File: config.mk
export PLATFORM = sky130hd
export DESIGN_NAME = ppbus_master
export DESIGN_NICKNAME = d
export VERILOG_FILES = /design/src/rtl/ppbus_pkg.sv /design/src/rtl/ppbus_halfclk.sv /design/src/rtl/ppbus_sda_drv.sv /design/src/rtl/ppbus_seq.sv /design/src/rtl/ppbus_master.sv
export SDC_FILE = /design/constraint.sdc
export NUM_CORES = 1
export LEC_CHECK = 0
export CORE_ASPECT_RATIO = 1.25
export CORE_MARGIN = 2
export CORE_UTILIZATION = 54
export CTS_BUF_LIST = sky130_fd_sc_hd__clkbuf_8
export CTS_CLUSTER_DIAMETER = 200
export CTS_CLUSTER_SIZE = 40
export DETAILED_ROUTE_END_ITERATION = 6
export GPL_TIMING_DRIVEN = 0
export PLACE_DENSITY = 0.88
export SETUP_SLACK_MARGIN = 0.3
export SYNTH_ARGS = -nofsm -noshare
export SYNTH_HDL_FRONTEND = slang
export SYNTH_SLANG_ARGS = --single-unit
File: constraint.sdc
create_clock -name clk -period 4.55 [get_ports clk]
set_input_delay 0.455 -clock clk [delete_from_list [all_inputs] [get_ports clk]]
set_output_delay 0.455 -clock clk [all_outputs]
set_load 0.005 [all_outputs]
File: src/rtl/ppbus_pkg.sv
package ppbus_pkg;
    localparam int unsigned BYTE_W    = 8;
    localparam int unsigned LEN_W     = 3;
    localparam int unsigned MAX_BYTES = 1 << LEN_W;
    localparam int unsigned DIV_W     = 8;
    localparam int unsigned DLY_W     = 3;
    localparam int unsigned IDX_W     = LEN_W + 1;
    localparam int unsigned CELL_BITS = BYTE_W + 1;
    localparam int unsigned BIT_W     = $clog2(CELL_BITS);
    localparam int unsigned BSEL_W    = $clog2(BYTE_W);
    localparam int unsigned DATA_W    = MAX_BYTES * BYTE_W;

    typedef enum logic [2:0] {
        ST_IDLE, ST_START, ST_LOW, ST_HIGH, ST_STOP_LO, ST_STOP_HI
    } phase_e;

    typedef struct packed {
        logic               rd;
        logic [LEN_W-1:0]   len_m1;
        logic [DIV_W-1:0]   div;
        logic [DLY_W-1:0]   dly;
        logic [BYTE_W-1:0]  addr;
    } xfer_cfg_t;

    function automatic logic even_par(input logic [BYTE_W-1:0] b);
        return ^b;
    endfunction
endpackage

File: src/rtl/ppbus_halfclk.sv
module ppbus_halfclk #(
    parameter int unsigned W = 8
) (
    input  logic         clk,
    input  logic         rst,
    input  logic         run,
    input  logic [W-1:0] div,
    output logic         tick
);
    logic [W-1:0] cnt;
    logic [W-1:0] lim;

    assign lim  = (div == '0) ? '0 : div - W'(1);
    assign tick = run && (cnt == lim);

    always_ff @(posedge clk) begin
        if (rst || !run || tick) cnt <= '0;
        else                     cnt <= cnt + W'(1);
    end

    // half-period ticks are spaced by the divider
    a_r2_tick_spacing: assert property (@(posedge clk) disable iff (rst)
        (tick && lim != '0) |=> !tick);
    a_r2_cnt_bound: assert property (@(posedge clk) disable iff (rst)
        run |-> (cnt <= lim));
endmodule

File: src/rtl/ppbus_sda_drv.sv
module ppbus_sda_drv #(
    parameter int unsigned DW = 3
) (
    input  logic          clk,
    input  logic          rst,
    input  logic          fall,
    input  logic          tgt,
    input  logic [DW-1:0] dly,
    output logic          sda_q
);
    logic          pend;
    logic [DW-1:0] cnt;
    logic [DW-1:0] dly_ld;

    assign dly_ld = (dly == '0) ? '0 : dly - DW'(1);

    always_ff @(posedge clk) begin
        if (rst) begin
            sda_q <= 1'b1;
            pend  <= 1'b0;
            cnt   <= '0;
        end else if (fall) begin
            pend <= 1'b1;
            cnt  <= dly_ld;
        end else if (pend) begin
            if (cnt == '0) begin
                sda_q <= tgt;
                pend  <= 1'b0;
            end else begin
                cnt <= cnt - DW'(1);
            end
        end else begin
            sda_q <= tgt;
        end
    end

    // a pending change never outlives the programmed delay
    a_r6_pend_bounded: assert property (@(posedge clk) disable iff (rst)
        (pend && cnt == '0) |=> !pend || $past(fall));
endmodule

File: src/rtl/ppbus_seq.sv
module ppbus_seq
    import ppbus_pkg::*;
(
    input  logic              clk,
    input  logic              rst,
    input  logic              go,
    input  logic              abort,
    input  logic              tick,
    input  logic              sda_in,
    input  xfer_cfg_t         cfg_in,
    input  logic [DATA_W-1:0] wr_data,
    output logic              busy,
    output logic              scl_eng,
    output logic              sda_tgt,
    output logic              sda_oe_eng,
    output logic              fall,
    output logic              in_bits,
    output logic              done,
    output logic              err,
    output logic [DIV_W-1:0]  div_q,
    output logic [DLY_W-1:0]  dly_q,
    output logic [DATA_W-1:0] rd_data
);
    phase_e            st;
    xfer_cfg_t         cfg_q;
    logic [BYTE_W-1:0] wbuf [MAX_BYTES];
    logic [BYTE_W-1:0] rbuf [MAX_BYTES];
    logic [IDX_W-1:0]  byte_idx;
    logic [BIT_W-1:0]  bit_idx;
    logic [BYTE_W-1:0] rx;
    logic [BYTE_W-1:0] cur_byte;
    logic              abort_p;
    logic              perr;
    logic              rd_phase;
    logic              cell_bit;
    logic              last_cell;

    assign div_q   = cfg_q.div;
    assign dly_q   = cfg_q.dly;
    assign busy    = (st != ST_IDLE);
    assign in_bits = (st == ST_LOW) || (st == ST_HIGH);
    assign fall    = tick && ((st == ST_START) || (st == ST_HIGH));

    for (genvar g = 0; g < MAX_BYTES; g++) begin : g_pack
        assign rd_data[g*BYTE_W +: BYTE_W] = rbuf[g];
    end

    always_comb begin
        cur_byte = cfg_q.addr;
        for (int k = 0; k < MAX_BYTES; k++) begin
            if (byte_idx == IDX_W'(k + 1)) cur_byte = wbuf[k];
        end
    end

    assign rd_phase  = cfg_q.rd && (byte_idx != '0);
    assign cell_bit  = (bit_idx < BIT_W'(BYTE_W))
                     ? cur_byte[BSEL_W'(BYTE_W - 1) - bit_idx[BSEL_W-1:0]]
                     : even_par(cur_byte);
    assign last_cell = (bit_idx == BIT_W'(CELL_BITS - 1))
                     && (byte_idx == IDX_W'(cfg_q.len_m1) + IDX_W'(1));

    always_comb begin
        scl_eng    = 1'b1;
        sda_tgt    = 1'b1;
        sda_oe_eng = 1'b1;
        case (st)
            ST_START:   sda_tgt = 1'b0;
            ST_LOW: begin
                scl_eng    = 1'b0;
                sda_tgt    = rd_phase ? 1'b1 : cell_bit;
                sda_oe_eng = !rd_phase;
            end
            ST_HIGH: begin
                sda_tgt    = rd_phase ? 1'b1 : cell_bit;
                sda_oe_eng = !rd_phase;
            end
            ST_STOP_LO: begin
                scl_eng = 1'b0;
                sda_tgt = 1'b0;
            end
            ST_STOP_HI: sda_tgt = 1'b0;
            default:    ;
        endcase
    end

    always_ff @(posedge clk) begin
        if (rst) begin
            st       <= ST_IDLE;
            cfg_q    <= '0;
            byte_idx <= '0;
            bit_idx  <= '0;
            rx       <= '0;
            abort_p  <= 1'b0;
            perr     <= 1'b0;
            done     <= 1'b0;
            err      <= 1'b0;
            for (int k = 0; k < MAX_BYTES; k++) begin
                wbuf[k] <= '0;
                rbuf[k] <= '0;
            end
        end else begin
            done <= 1'b0;
            case (st)
                ST_IDLE: if (go) begin
                    cfg_q    <= cfg_in;
                    for (int k = 0; k < MAX_BYTES; k++)
                        wbuf[k] <= wr_data[k*BYTE_W +: BYTE_W];
                    byte_idx <= '0;
                    bit_idx  <= '0;
                    abort_p  <= 1'b0;
                    perr     <= 1'b0;
                    err      <= 1'b0;
                    st       <= ST_START;
                end
                ST_START: begin
                    if (abort) abort_p <= 1'b1;
                    if (tick)  st <= ST_LOW;
                end
                ST_LOW: begin
                    if (abort) abort_p <= 1'b1;
                    if (tick)  st <= ST_HIGH;
                end
                ST_HIGH: begin
                    if (abort) abort_p <= 1'b1;
                    if (tick) begin
                        if (rd_phase) begin
                            if (bit_idx < BIT_W'(BYTE_W)) begin
                                rx <= {rx[BYTE_W-2:0], sda_in};
                            end else begin
                                for (int k = 0; k < MAX_BYTES; k++)
                                    if (byte_idx == IDX_W'(k + 1)) rbuf[k] <= rx;
                                if (sda_in != even_par(rx)) perr <= 1'b1;
                            end
                        end
                        if (abort_p || last_cell) begin
                            st <= ST_STOP_LO;
                        end else begin
                            st <= ST_LOW;
                            if (bit_idx == BIT_W'(CELL_BITS - 1)) begin
                                bit_idx  <= '0;
                                byte_idx <= byte_idx + IDX_W'(1);
                            end else begin
                                bit_idx <= bit_idx + BIT_W'(1);
                            end
                        end
                    end
                end
                ST_STOP_LO: if (tick) st <= ST_STOP_HI;
                ST_STOP_HI: if (tick) begin
                    st   <= ST_IDLE;
                    done <= 1'b1;
                    err  <= perr | abort_p;
                end
                default: st <= ST_IDLE;
            endcase
        end
    end

    // completion is a single-cycle pulse
    a_r10_done_single: assert property (@(posedge clk) disable iff (rst)
        done |=> !done);
    // start pulses during a frame leave the latched settings alone
    a_r9_go_ignored: assert property (@(posedge clk) disable iff (rst)
        (busy && go) |=> $stable(cfg_q));
    // a pending abort ends the frame at the bit boundary
    a_r7_abort_stop: assert property (@(posedge clk) disable iff (rst)
        (st == ST_HIGH && tick && abort_p) |=> (st == ST_STOP_LO));
    // the byte counter never passes the programmed length
    a_r3_byte_limit: assert property (@(posedge clk) disable iff (rst)
        in_bits |-> (byte_idx <= IDX_W'(cfg_q.len_m1) + IDX_W'(1)));
endmodule

File: src/rtl/ppbus_master.sv
module ppbus_master
    import ppbus_pkg::*;
(
    input  logic              clk,
    input  logic              rst,
    input  logic              go,
    input  logic              abort,
    input  logic              rd_en,
    input  logic [LEN_W-1:0]  len_m1,
    input  logic [BYTE_W-1:0] reg_addr,
    input  logic [DATA_W-1:0] wr_data,
    input  logic [DIV_W-1:0]  clk_div,
    input  logic [DLY_W-1:0]  sda_dly,
    input  logic              scl_ovr_en,
    input  logic              scl_ovr_val,
    input  logic              sda_ovr_en,
    input  logic              sda_ovr_val,
    input  logic              sda_in,
    output logic              scl_o,
    output logic              sda_o,
    output logic              sda_oe,
    output logic              scl_level,
    output logic              sda_level,
    output logic              busy,
    output logic              done,
    output logic              err,
    output logic [DATA_W-1:0] rd_data
);
    xfer_cfg_t        cfg_in;
    logic             tick;
    logic             scl_eng;
    logic             sda_tgt;
    logic             sda_oe_eng;
    logic             sda_eng;
    logic             fall;
    logic             in_bits;
    logic [DIV_W-1:0] div_q;
    logic [DLY_W-1:0] dly_q;

    assign cfg_in = '{rd: rd_en, len_m1: len_m1, div: clk_div,
                      dly: sda_dly, addr: reg_addr};

    ppbus_halfclk #(.W(DIV_W)) u_halfclk (
        .clk(clk), .rst(rst), .run(busy), .div(div_q), .tick(tick)
    );

    ppbus_seq u_seq (
        .clk(clk), .rst(rst), .go(go), .abort(abort), .tick(tick),
        .sda_in(sda_in), .cfg_in(cfg_in), .wr_data(wr_data),
        .busy(busy), .scl_eng(scl_eng), .sda_tgt(sda_tgt),
        .sda_oe_eng(sda_oe_eng), .fall(fall), .in_bits(in_bits),
        .done(done), .err(err), .div_q(div_q), .dly_q(dly_q),
        .rd_data(rd_data)
    );

    ppbus_sda_drv #(.DW(DLY_W)) u_sda_drv (
        .clk(clk), .rst(rst), .fall(fall), .tgt(sda_tgt),
        .dly(dly_q), .sda_q(sda_eng)
    );

    assign scl_o     = scl_ovr_en ? scl_ovr_val : scl_eng;
    assign sda_o     = sda_ovr_en ? sda_ovr_val : sda_eng;
    assign sda_oe    = sda_ovr_en | sda_oe_eng;
    assign scl_level = scl_o;
    assign sda_level = sda_oe ? sda_o : sda_in;

    // engine SDA holds steady through every SCL high phase of a bit cell
    a_r2_sda_steady_high: assert property (@(posedge clk) disable iff (rst)
        (in_bits && $past(in_bits) && scl_eng && $past(scl_eng))
        |-> $stable(sda_eng));
    // both engine lines rest high between frames
    a_r1_idle_high: assert property (@(posedge clk) disable iff (rst)
        (!busy && $past(!busy)) |-> (scl_eng && sda_eng && sda_oe_eng));
endmodule

; ---- Word level (Yosys, flattened, before mapping)
; Memories as Yosys holds them, arrays and structs flattened.
; Index checks and enable logic that the tools add are counted.
[word_totals]
memories = 2
mem_bits_rw = 128
latchBits = 0
register_bits = 59
output_inout_bits = 72
romBits = 0
in_bits = 96
[op_classes]
n_eq_ne = 31
n_bitwise = 20
shifts = 0
addsub = 8
reduce_logical = 37
mux = 134
n_mul = 0
magnitude_cmp = 2
div = 0
[mem_list]
columns = memory, words, word_bits, read_ports, rd_clocked_by_memory_dff, wr, line_no
row1 = u_seq.rbuf, 8, 8, 8, 0, 8, ppbus_seq.sv:27  ; logic [BYTE_W-1:0] rbuf [MAX_BYTES];
row2 = u_seq.wbuf, 8, 8, 8, 0, 8, ppbus_seq.sv:26  ; logic [BYTE_W-1:0] wbuf [MAX_BYTES];
[ops]
columns = op, n
row1 = 8-bit 2-to-1 mux, 25
row2 = 1-bit 2-to-1 mux, 83
row3 = 3-bit 2-to-1 mux, 11
row4 = 4-bit 2-to-1 mux, 7
row5 = 2-bit != test (second input constant), 12
row6 = 1-bit OR, 18
row7 = 3-bit one-hot mux with 6 select lines, 1
row8 = 4-bit by 3-bit == test with 1-bit output (second input constant), 4
row9 = 4-bit one-hot mux with 2 select lines, 2
row10 = 8-bit XOR reduction, 2
row11 = 6-bit AND reduction, 2
row12 = 3-bit zero test, 3
row13 = 4-bit by 1-bit adder with 4-bit output (second input constant), 2
row14 = 8-bit by 1-bit adder with 8-bit output (second input constant), 1
row15 = 4-bit by 2-bit == test with 1-bit output (second input constant), 2
row16 = 4-bit == test (second input constant), 2
row17 = 8-bit == test, 1
row18 = 8-bit zero test, 1
row19 = 1-bit one-hot mux with 2 select lines, 4
row20 = 4-bit AND reduction, 2
row21 = 2-bit nonzero test, 4
row22 = 8-bit by 1-bit subtractor with 8-bit output (second input constant), 1
row23 = 3-bit by 2-bit == test with 1-bit output (second input constant), 2
row24 = 3-bit == test (second input constant), 2
row25 = 22 further kinds, 38

; ---- Logic depth before layout (Yosys ltp)
; Gate-level depths: netlist of the first run.
[depth]
word_depth = 16
ltp_mapped = 14
ltp_nobuf = 11

; ---- Cells and area by module
; From an unflattened synthesis of the first run, not the netlist that was laid out.
[unflattened]
hier_cells = 841
area_unflattened_um2 = 8867.3
[modules_own_cells]
columns = mod, area_per_inst_um2, n_inst, cells_per_inst, seq_area_each_um2
row1 = ppbus_seq, 7785.0, 1, 708, 4764.6
row2 = ppbus_halfclk, 694.4, 1, 89, 160.2
row3 = ppbus_sda_drv, 331.6, 1, 36, 100.1
row4 = ppbus_master, 56.3, 1, 8, 0.0

; ---- Worst setup path before layout of the first run
; No wires, ideal clock.
[synth_path]
kind = flip-flop to flip-flop
start = reg u_seq.st[1]
end = mem u_seq.wbuf[0][0], enable pin
path_slack_ps = 913
path_stages_with_launch = 6
required_ps = 4096
t_arrival_ps = 3183
setup_ps = 454
path_cell_list = dfxtp_1 > clkbuf_1 > nor3_1 > nand2_1 > nand2b_1 > clkbuf_1
[synth_lines]
columns = item, line_no
row1 = start: declaration, ppbus_seq.sv:24  ; phase_e st;
row2 = start signal: assignment, ppbus_seq.sv:88  ; st <= ST_IDLE;
row3 = start signal: assignment, ppbus_seq.sv:113  ; st <= ST_START;
row4 = start signal: assignment, ppbus_seq.sv:117  ; if (tick) st <= ST_LOW;
row5 = end: declaration, ppbus_seq.sv:26

==> run summary, run 1 <==
### CTS
• 100 ps — clock edge transition at the registers on the reported setup and hold paths
• 480 ps — worst skew pair latency
• 0 — number of cells upsized or downsized after cts
• 4 — level count of the clock H-tree
• 17 — clock buffer count from CTS
• clkbuf_8 — root cell of the clock tree
• 0 — count of hold-fix buffers inserted at cts
• 0 — buffers inserted during post-CTS setup optimization
• yes — CTS tree
• 187 — total clock sinks
• 2 — Max Root-Sink Buffers

### GRT
• 0 — antenna violations before repair
• met2 — most congested layer reported by global routing
• 73 — maximum number of pins on one net before global-route repair
• 28.7% — GR Layer Usage met1
• 0 — GRT overflow
• 7028 — number of global-route vias before repair
• 25.9% — Total Routing Usage GR
• 35.3 mm — first-pass GRT wire length
• 47.0% — met2 layer usage reported by global route
• 5.32% — met3 track demand over resource

### Synth
• 20.7% — simple-gate share of the synthesized area
• 1.69% — adder and majority gate portion of the synthesized area
• 56.6% — sequential share of the synthesized area
• 128 — number of flops mapped to enable cells by yosys
• 0 — synth warn
• 2.20% — mux contribution to synthesized area
• 3.51% — xor/xnor share of the synthesized area
• 10.6 um^2 — mean instance size in the synthesized netlist
• 11.6% — post-synthesis compound-gate area fraction
• edfxtp_1 — top_reg_cell synth
• 8880 um^2 — summed instance area of the synthesized netlist
• 74 — post-synthesis cell type count
• 949 — synthesized netlist net count
• 0% — fraction of registers with async set/reset
• simple AND/OR/NAND/NOR gates — combinational family with the most area after synthesis
• 187 — Yosys reg bits
• 841 — synthesized netlist cell count

### Timing
• 0 — Final Max Slew Viols
• 9.05 ps — Layout Skew
• 477 ps — worst-case hold slack
• 0 — endpoints failing hold
• 3870 ps — post-layout min period
• 975 ps — slew of the pin with the lowest slew margin
• 35.0% — headroom to the max-slew limit
• 0 — final setup violating endpoints
• 0.258 GHz — maximum clock frequency
• 677 ps — min setup slack post-route
• no — setup repair after global routing missed its margin
• 85.1% — part of the cycle the worst path needs

### Power and ir drop
• 4.02 nW — leakage component of the power
• 3.42 mW — Design Power
• 305 nW/um^2 — P per Cell Area
• 0.000196 V — Max rail drop VDD

### Placement
• 703 ps — pre-CTS setup slack
• 16.4 mm — HPWL after detailed placement
• 0.970 — final RePlAce weighted congestion
• 166 — IO Port Bufs
• 1223 — total instance count after detailed placement

### Detailed routing
• 487 — iteration-0 DRC count of the detailed router
• 0 — DRC violations left
• 0 — remaining number of nets flagged by the antenna check after routing
• 5.61 — average via count per standard cell
• 22.3 mm — Total Wirelength
• 7044 — vias after detailed routing
• 5 — first-pass iteration count of the detailed router
• 17.8 um — wire per inst

### Final layout
• 1230 — filler instances
• clkdlybuf4s50_1 — most common cell after layout, fill and taps aside
• 166 x clkdlybuf4s50_1, 128 x edfxtp_1, 88 x nor2_1, 83 x nand2_1, 59 x dfxtp_1 — leading cell types in the layout, fill and taps excluded
• 5020 um^2 — storage element area
• 0 — final antenna diode count
• 26.2% — layout overhead on the synthesized area
• 6.26% — fraction of layout instances using a drive strength above 1
• 1255 — final instance count without filler cells
• 3530 um^2 — multi-input combinational cell area
• 1134 — # nets final
• 69.4% — core utilization of the finished layout

### Min path
• u_seq.cfg_q[0] — endpoint with the worst hold slack
• 2 — Hold Path Depth
• reg2reg — Min-Delay Path Class
• u_seq.cfg_q[0] — Hold Path Origin

### Die
• 119 um — floorplan die width
• 17500 um^2 — full die area
• 16100 um^2 — core area
• 52 — Cell Rows
• 55.0% — Starting Density
• 147 um — chip height
• 168 — number of primary I/O pins

### Setup path
• inv_1 -> ha_1 -> or3b_1 -> buf_6 -> or3_4 -> or3_1 -> a211oi_2 -> and3_2 -> and4_1 -> buf_2 -> nand3_2 -> nand2b_1 — list of cells traversed by the critical path
• flip-flop — crit path launch type
• 4030 ps — arrival time at the worst endpoint
• 4700 ps — Critical Path RT
• reg2reg — classification of the worst setup path
• nand2b_1 — cell with the largest stage delay on the worst path
• u_seq.div_q[0] — launch instance of the worst register-to-register path
• 410 ps — CP peak stage delay
• flip-flop — Worst setup EP type
• 9 — Worst Path Max Fanout
• u_seq.rbuf[0][12] — destination of the worst register-to-register timing path
• 680 ps — slack of the worst reg-to-reg path
• 12 — cell depth of the worst flop-to-flop path

### Run
• 0 — Maximum Capacitance Violations

### Outcome
• finished clean — status

synthesized netlist by cell type (all sizes together) (17+ instances only):
| master | instances | area, um^2 |
|---|---|---|
| edfxtp | 128 | 3840 |
| nor2 | 88 | 330 |
| inv | 31 | 116 |
| xnor2 | 22 | 193 |
| nand3 | 17 | 128 |
| clkbuf | 43 | 161 |
| nor2b | 35 | 219 |
| and2 | 52 | 325 |
| nand2 | 83 | 312 |
| o21ai | 26 | 130 |
| a21oi | 52 | 260 |
| dfxtp | 59 | 1180 |
| nand2b | 22 | 138 |
power breakdown:
part / switching [mW] / internal [mW]
logic: 0.165 / 0.204
clock network: 0.654 / 0.454
registers: 0.0446 / 1.90
total: 0.863 / 2.56
registers in the layout, summed over array words and instances, names as in the netlist, 3 cells and up:
register / flops
u_seq.bit_idx: 4
u_halfclk.cnt: 8
u_seq.wbuf: 64
u_seq.st: 3
u_seq.byte_idx: 4
u_seq.dly_q: 3
u_seq.rx: 8
u_seq.div_q: 8
u_sda_drv.cnt: 3
u_seq.rbuf: 64
u_seq.cfg_q: 12
cells by family after synthesis:
| group | count (synthesis) |
|---|---|
| simple gates | 352 |
| flops | 187 |
| compound gates | 156 |
| buf+inv | 81 |
| xor+xnor | 34 |
| mux | 19 |
| fa+ha+maj | 12 |
cell type report:
class                           count  share of cell area, %
Buffer                             50                   1.91
Clock buffer                       17                   2.09
Clock inverter                     15                   1.42
Inverter                           31                   1.04
Multi-Input combinational cell    573                   31.5
Sequential cell                   187                   44.8
Tap cell                          216                   2.41
Timing Repair Buffer              166                   14.8
worst max-delay path: cells and delay by family (launching register included):
kind                       cells  cell delay, ps
buffers and inverters          3             480
and+or+nand+nor                7            2210
adders and majority gates      1             210
DFF                            1             360
AOI/OAI and AO/OA              1             260
how the worst max path moves through the flow:
stage / endpoint / slack [ps] / startpoint
finish: u_seq.rbuf[0][12] / 680 / u_seq.div_q[0]
global route: u_seq.rbuf[0][12] / 490 / u_seq.div_q[0]
detailed placement: u_seq.rbuf[0][10] / 700 / u_seq.div_q[0]
floorplan: u_seq.wbuf[0][0] / 910 / u_seq.st[1]
CTS: u_seq.rbuf[0][12] / 690 / u_seq.div_q[0]
global placement: u_seq.wbuf[0][11] / -510 / u_seq.st[1]
metal layers:
| layer | up-vias | routed length (um) | share of wire (%) |
|---|---|---|---|
| li1 | 3323 | - | - |
| met1 | 3322 | 8320 | 37 |
| met2 | 327 | 11800 | 53 |
| met3 | 72 | 1370 | 6.1 |
| met4 | 0 | 890 | 4.0 |
| met5 | - | 0 | 0 |
per-stage QoR:
stage	cell area, um^2	setup TNS (ps)
after detailed placement	10800	0
after global placement	10800	-34850
final	11200	0
after global routing	11200	0
after floorplan	8880	0
after CTS	11200	0
No activity file was read; power rests on OpenSTA's default activity.
==> run 2: changes to the inputs <==
- CORE_ASPECT_RATIO: 1.25 -> unset
- PLACE_DENSITY: 0.88 -> 0.82
==> run summary, run 2 (synthesized netlist as in run 1, its figures left out) <==
### Power and ir drop
• 33.0% — portion of total power attributed to the clock network, +0.7 points
• 0.000171 V — Max rail drop VDD, -13%
• 23.3% — net switching share of the total power, -1.9 points
• 56.3% — fraction of power consumed by sequential logic, -0.6 points
• 10.7% — relative contribution of combinational cells to total power, about the same
• 3.46 mW — Design Power, +0.94%
• 308 nW/um^2 — P per Cell Area, +0.80%
• 2.65 mW — internal power summed over all cells, +3.5%
• 4.04 nW — leakage component of the power, +0.52%
• 805 uW — Switching Power, -6.8%

### Final layout
• 11200 um^2 — final instance area, +0.13%
• 5.87% — fraction of layout instances using a drive strength above 1, -0.38 points
• 166 x clkdlybuf4s50_1, 128 x edfxtp_1, 88 x nor2_1, 83 x nand2_1, 59 x dfxtp_1 — leading cell types in the layout, fill and taps excluded
• 1134 — # nets final, unchanged
• 0 — final antenna diode count, unchanged
• 1235 — filler instances, +0.41%
• clkdlybuf4s50_1 — most common cell after layout, fill and taps aside
• u_seq.rbuf: 64 flops, u_seq.wbuf: 64 flops, u_seq.cfg_q: 12 flops — largest registers
• 26.4% — layout overhead on the synthesized area
• 1255 — final instance count without filler cells, unchanged
• 3530 um^2 — multi-input combinational cell area, unchanged
• 5020 um^2 — storage element area, unchanged

### Timing
• 10.8 ps — Layout Skew, +1.73 ps
• 0.260 GHz — maximum clock frequency, +0.69%
• 468 ps — worst-case hold slack, -8.85 ps
• 0 — Final Max Slew Viols, unchanged
• 36.2% — headroom to the max-slew limit, +1.2 points
• 0 — endpoints failing hold, unchanged
• 957 ps — slew of the pin with the lowest slew margin, -17.9 ps
• 84.5% — part of the cycle the worst path needs, -0.59 points
• 0 ps — sum of negative setup slack, unchanged
• 3850 ps — post-layout min period, -26.6 ps
• 0 — final setup violating endpoints, unchanged
• no — setup repair after global routing missed its margin

### Die
• 55.5% — Starting Density, +0.46 points
• 16000 um^2 — core area, -0.84%
• 132 um — floorplan die width, +11%
• 132 um — chip height, -10%
• 46 — Cell Rows, -12%
• 168 — number of primary I/O pins, unchanged
• 17500 um^2 — full die area, about the same

### Detailed routing
• 0 — DRC violations left, unchanged
• 5.63 — average via count per standard cell, +0.28%
• 5 — first-pass iteration count of the detailed router, unchanged
• 659 — iteration-0 DRC count of the detailed router, +35%
• 17.8 um — wire per inst, -0.14%
• 22.3 mm — Total Wirelength, -0.14%
• 0 — remaining number of nets flagged by the antenna check after routing, unchanged
• 7064 — vias after detailed routing, +0.28%

### Setup path
• flip-flop — Worst setup EP type
• 3980 ps — arrival time at the worst endpoint, -50 ps
• flip-flop — crit path launch type
• inv_1 -> ha_1 -> or3b_1 -> buf_6 -> or3_4 -> or3_1 -> a211oi_2 -> and3_2 -> and4_1 -> buf_2 -> nand3_2 -> nand2b_1 — list of cells traversed by the critical path
• 9 — Worst Path Max Fanout, unchanged
• 3 — Buf+Inv Stages, Crit Path, unchanged
• nand2b_1 — cell with the largest stage delay on the worst path
• simple AND/OR/NAND/NOR gates — crit-path leading delay family
• 410 ps — CP peak stage delay, about the same
• reg2reg — classification of the worst setup path
• 4680 ps — Critical Path RT, -20 ps

### CTS
• 0 — buffers inserted during post-CTS setup optimization, unchanged
• 0 — count of hold-fix buffers inserted at cts, unchanged
• 17 — clock buffer count from CTS, unchanged
• clkbuf_8 — root cell of the clock tree
• 2 — Max Root-Sink Buffers, unchanged
• 4 — level count of the clock H-tree, unchanged
• 187 — total clock sinks, unchanged
• 0 — number of cells upsized or downsized after cts, unchanged
• yes — CTS tree
• 90 ps — clock edge transition at the registers on the reported setup and hold paths, about the same
• 470 ps — worst skew pair latency, about the same

### GRT
• 0 — GRT overflow, unchanged
• 0 — antenna violations before repair, unchanged
• 25.4% — Total Routing Usage GR, -0.51 points
• 34.8 mm — first-pass GRT wire length, -1.3%
• 6820 — number of global-route vias before repair, -3.0%
• 73 — maximum number of pins on one net before global-route repair, unchanged

### Placement
• 10800 um^2 — placement-stage cell area, unchanged
• 166 — IO Port Bufs, unchanged
• 1223 — total instance count after detailed placement, unchanged
• 16.2 mm — HPWL after detailed placement, -1.2%
• 0.924 — final RePlAce weighted congestion, -4.8%

### Outcome
• finished clean — status

### Min path
• reg2reg — Min-Delay Path Class

### Run
• 0 — Maximum Capacitance Violations, unchanged

## run 2: cell count changes in the layout (fill, tap and decap cells not counted)
cell	delta
clkinv_1	+2
bufinv_16	+2
inv_8	-3
clkinvlp_4	-3
inv_1	+2
clkinv_8	-1
clkinv_2	-1
clkinv_4	+2
## run 2: worst min-delay path: stages, from the launching register on
cell	delay, ps
dfxtp_1	330
nand2_1	50
a21oi_1	50
## run 2: stage by stage
stage / util (%) / setup slack (ps)
floorplan: - / 913
global placement: 67.6 / -172
detailed placement: 67.6 / 746
CTS: 70.1 / 710
global route: 70.1 / 485
finish: 70.1 / 704
## run 2: routing by layer
| metal | global-route usage (%) | part of all wire (%) | up-vias |
|---|---|---|---|
| li1 | - | - | 3329 |
| met1 | 31.9 | 41 | 3353 |
| met2 | 43.3 | 50 | 322 |
| met3 | 4.65 | 6.2 | 60 |
| met4 | 11.1 | 3.2 | 0 |
| met5 | 0 | 0 | - |
## run 2: layout make-up
type                       instances  area share, %
clock inverter                    15           1.55
buffer                            50           1.91
tap                              216           2.41
clock buffer                      17           2.09
inverter                          31           1.04
timing repair buffer             166           14.8
multi-input combinational        573           31.4
sequential                       187           44.8
## run 2: worst paths after layout
kind	startpoint	endpoint	slack, ps	cells past startpoint
min	u_seq.cfg_q[1]	u_seq.cfg_q[1]	470	2
max	u_seq.div_q[0]	u_seq.rbuf[0][2]	700	12
min reg2reg	u_seq.cfg_q[1]	u_seq.cfg_q[1]	470	2
max reg2reg	u_seq.div_q[0]	u_seq.rbuf[0][2]	700	12
## run 2: power by group through the flow
stage | registers, mW | clock network, mW | logic [mW]
global route | 1.95 | 1.20 | 0.403
global placement | 1.98 | 0 | 0.360
CTS | 1.94 | 1.14 | 0.370
finish | 1.95 | 1.14 | 0.369
floorplan | 1.97 | 0 | 0.188
detailed placement | 1.98 | 0 | 0.369
